### config.mk
export PLATFORM = sky130hd
export DESIGN_NAME = pc_seq
export DESIGN_NICKNAME = d
export VERILOG_FILES = /design/src/rtl/pc_seq.sv
export SDC_FILE = /design/constraint.sdc
export NUM_CORES = 1
export LEC_CHECK = 0
export ABC_AREA = 1
export BUFFER_PORTS_ARGS = -buffer_cell sky130_fd_sc_hd__buf_2
export CORE_ASPECT_RATIO = 1.1
export CORE_MARGIN = 8
export CORE_UTILIZATION = 50
export CTS_BUF_LIST = sky130_fd_sc_hd__clkbuf_2 sky130_fd_sc_hd__clkbuf_4 sky130_fd_sc_hd__clkbuf_8
export DETAILED_ROUTE_END_ITERATION = 16
export PLACE_DENSITY = 0.84
export SETUP_SLACK_MARGIN = 0.1
export SLEW_MARGIN = 20
export SYNTH_ARGS = -nofsm -noshare
export SYNTH_HDL_FRONTEND = slang
export SYNTH_SLANG_ARGS = --single-unit
export TNS_END_PERCENT = 30
### constraint.sdc
create_clock -name clk -period 5.7 [get_ports clk]
set_clock_uncertainty 0.05 [all_clocks]
set_input_delay 0.57 -clock clk [delete_from_list [all_inputs] [get_ports clk]]
set_output_delay 0.57 -clock clk [all_outputs]
set_load 0.05 [all_outputs]
### src/rtl/pc_seq.sv
module pc_seq #(
  parameter int PC_W  = 16,
  parameter int OFF_W = 8
) (
  input  logic             clk,
  input  logic             rst_n,
  input  logic             ins_br,
  input  logic             ins_call,
  input  logic [OFF_W-1:0] ins_off,
  input  logic             ex_taken,
  output logic [PC_W-1:0]  fetch_pc,
  output logic             link_vld,
  output logic [PC_W-1:0]  link_addr
);

  localparam int EXT_W = PC_W - OFF_W;

  logic             rf_v, rf_br, rf_call;
  logic [OFF_W-1:0] rf_off;
  logic [PC_W-1:0]  rf_pc;

  logic             ex_v, ex_br, ex_call;
  logic [OFF_W-1:0] ex_off;
  logic [PC_W-1:0]  ex_pc;

  logic             redir;
  logic [PC_W-1:0]  target, next_pc;

  assign redir     = ex_v & ex_br & ex_taken;
  assign target    = fetch_pc + {{EXT_W{ex_off[OFF_W-1]}}, ex_off};
  assign next_pc   = redir ? target : fetch_pc + PC_W'(1);
  assign link_vld  = redir & ex_call;
  assign link_addr = ex_pc + PC_W'(3);

  always_ff @(posedge clk or negedge rst_n) begin
    if (!rst_n) begin
      fetch_pc <= '0;
      rf_v     <= 1'b0;
      ex_v     <= 1'b0;
    end else begin
      fetch_pc <= next_pc;
      rf_v     <= 1'b1;
      ex_v     <= rf_v;
    end
  end

  always_ff @(posedge clk) begin
    rf_br   <= ins_br;
    rf_call <= ins_call;
    rf_off  <= ins_off;
    rf_pc   <= fetch_pc;
    ex_br   <= rf_br;
    ex_call <= rf_call;
    ex_off  <= rf_off;
    ex_pc   <= rf_pc;
  end

endmodule

==> results.ini <==
[layout]
fill_cells=450
seq_area_um2=1490
fin_nets=372
antenna_cells=0
fin_cells=430
drive_above_1_share=0.206
area.growth.synth_to_final_pct=19.4
multi_input_area_um2=1050

[place]
portBuffers=45
place.gp.congestion=0.879
place_inst=414
hpwl_um=3950

[synth]
synth_mux_area_frac=0
synth_top_family_by_area=simple AND/OR/NAND/NOR gates
syn_nets=318
synth_edf_count=0
synth_cell_types=31
yosysWarnings=0
synth_compound_area_frac=0.0444
synthXorXnorAreaFrac=0.0809
seq_area_frac_synth=0.551
syn-cell-area_um2=2710
synth_area_leaders=dfxtp_1 (38%), dfrtp_1 (17%), nand2_1 (10%)
synthAdderAreaFrac=0.0444
yosys.area.top_type=dfxtp_1
synthTopCellsByCount=nand2_1 (73), dfxtp_1 (52), inv_1 (39)
syn-mean-instance-area_um2=9.15
synthCells=296
yosysMostFrequentCell=nand2_1
ys.flop_type=dfxtp_1
synth_top_cell_area_share=0.384
synth-simple-area-share=0.216
postSynth.asyncResetShare=0.257
ys_ff_latch=70

[sta]
whs_ns=0.122
rsz0062_at_grt=no
fin_crit_ns=2.97
final-max-slew-violation-count=0
setup_viol=0
max_freq_ghz=0.337
tns_ns=0
hold_viol=0
min_period_over_period=0.520

[detailed_routing]
drt_wl_total_um=5150
ant_nets=0
dr.pass1.iters=5
wire_per_inst_um=12.0
via_per_inst=4.69
drc_errors=0
drt_iter0_drc=102
dr_total_vias=2015

[die]
dieArea_um2=8030
initial_utilization=0.512
chipHeight_um=93.2
die_x_um=86.2
core_area_um2=5290
io_pins=46
rows=28

[worst_hold_path]
worstHoldPathType=primary input to async pin

[status]
status=finished, final reports clean

[cts]
htree_levels=3
cts_sinks=70
clkTransAtPathRegs_ns=0.08
insertion_delay_ns=0.34
clockBufferDepth=2
cts_setup_buffers=0
cts.hold.buffers_added=0
cts_buffers=9
cts_tree=done
clk_root_buffer_cell=clkbuf_8
cts_resized=0

[critical_path]
critPathMaxFanout=2
cp.required_ns=5.08
start_kind=register
endpoint_kind=primary output
critical_path_class=register to primary output
cp.arrival_ns=2.35

[grt]
grtUsageTotal=0.140
grt_pass1_wl_um=8790
grt_max_degree=19
grt_pass1_vias=2060
grt_overflow_total=0
antenna_found_initial=0

[flow_run]
cap_violations=0

routing by layer:
layer | wire length, um | up-vias | global-route usage
li1 | - | 1038 | -
met1 | 2090 | 913 | 0.142
met2 | 2530 | 53 | 0.238
met3 | 390 | 11 | 0.0456
met4 | 142 | 0 | 0.102
met5 | 0 | - | 0
per-stage QoR:
step | utilization | setup WS (ns) | instance area [um2]
after floorplan | - | 2.66 | 2710
after global placement | 0.569 | 3.16 | 3010
after detailed placement | 0.569 | 3.06 | 3010
after CTS | 0.611 | 2.68 | 3230
after global routing | 0.611 | 2.54 | 3230
final | 0.611 | 2.73 | 3230
cells in the final DEF, fill, tap and decap left out, drive strengths merged, types with 2 or more instances in the layout:
| master | netlist | layout |
|---|---|---|
| clkbuf | 1 | 9 |
| inv | 41 | 42 |
| ha | 8 | 8 |
| a41oi | 6 | 6 |
| xnor2 | 7 | 7 |
| xor2 | 18 | 18 |
| a21oi | 3 | 3 |
| buf | 1 | 45 |
| dfxtp | 52 | 52 |
| bufinv | 0 | 2 |
| o21ai | 3 | 3 |
| nand2 | 75 | 75 |
| nor2 | 26 | 26 |
| clkinvlp | 0 | 2 |
| nand4 | 6 | 6 |
| clkinv | 0 | 2 |
| nor3 | 2 | 2 |
| dfrtp | 18 | 18 |
| nand3 | 20 | 20 |
flip-flops by register name, indices dropped and copies added (netlist names):
signal    flops
ex_off        8
rf_off        8
ex_pc        16
ex_call       1
ex_v          1
rf_br         1
rf_v          1
ex_br         1
rf_pc        16
fetch_pc     16
rf_call       1
cell families after synthesis:
family | count (synthesis)
xor gates and xnor gates | 25
adders and majority gates | 9
DFF | 70
other | 1
and+or+nand+nor | 131
buffers and inverters | 43
AOI/OAI and AO/OA | 17
critical path: stages, from the launching register on:
cell and delay (ns):
dfxtp_1 0.34, inv_1 0.05, ha_1 0.21, nand3b_1 0.19
nor2_1 0.18, nand3_1 0.15, nor3_2 0.20, nand2_1 0.11
nor2_1 0.13, xor2_1 0.16, buf_2 0.29
area by class of cell:
cell class	instances	area share
Clock buffer	9	0.0383
Clock inverter	7	0.0302
Inverter	41	0.0476
Multi-Input combinational cell	183	0.324
Sequential cell	70	0.461
Tap cell	75	0.0290
Timing Repair Buffer	45	0.0697
path summary, 6_finish.rpt:
kind                                   start                      to  slack (ns)  cells after the start
max in group asynchronous              rst_n   fetch_pc[7]$_DFF_PN0_        5.16                      1
max                         ex_pc[0]$_DFF_P_           link_addr[14]        2.73                     10
max reg2reg                    ex_br$_DFF_P_  fetch_pc[14]$_DFF_PN0_        3.34                     12
min in group clk           rf_pc[10]$_DFF_P_       ex_pc[10]$_DFF_P_        0.28                      0
min reg2reg                rf_pc[10]$_DFF_P_       ex_pc[10]$_DFF_P_        0.28                      0
min                                    rst_n   fetch_pc[3]$_DFF_PN0_        0.12                      1
Power is not shown: default switching activity piles up to over one toggle a cycle in this logic, so the estimate is an artifact.
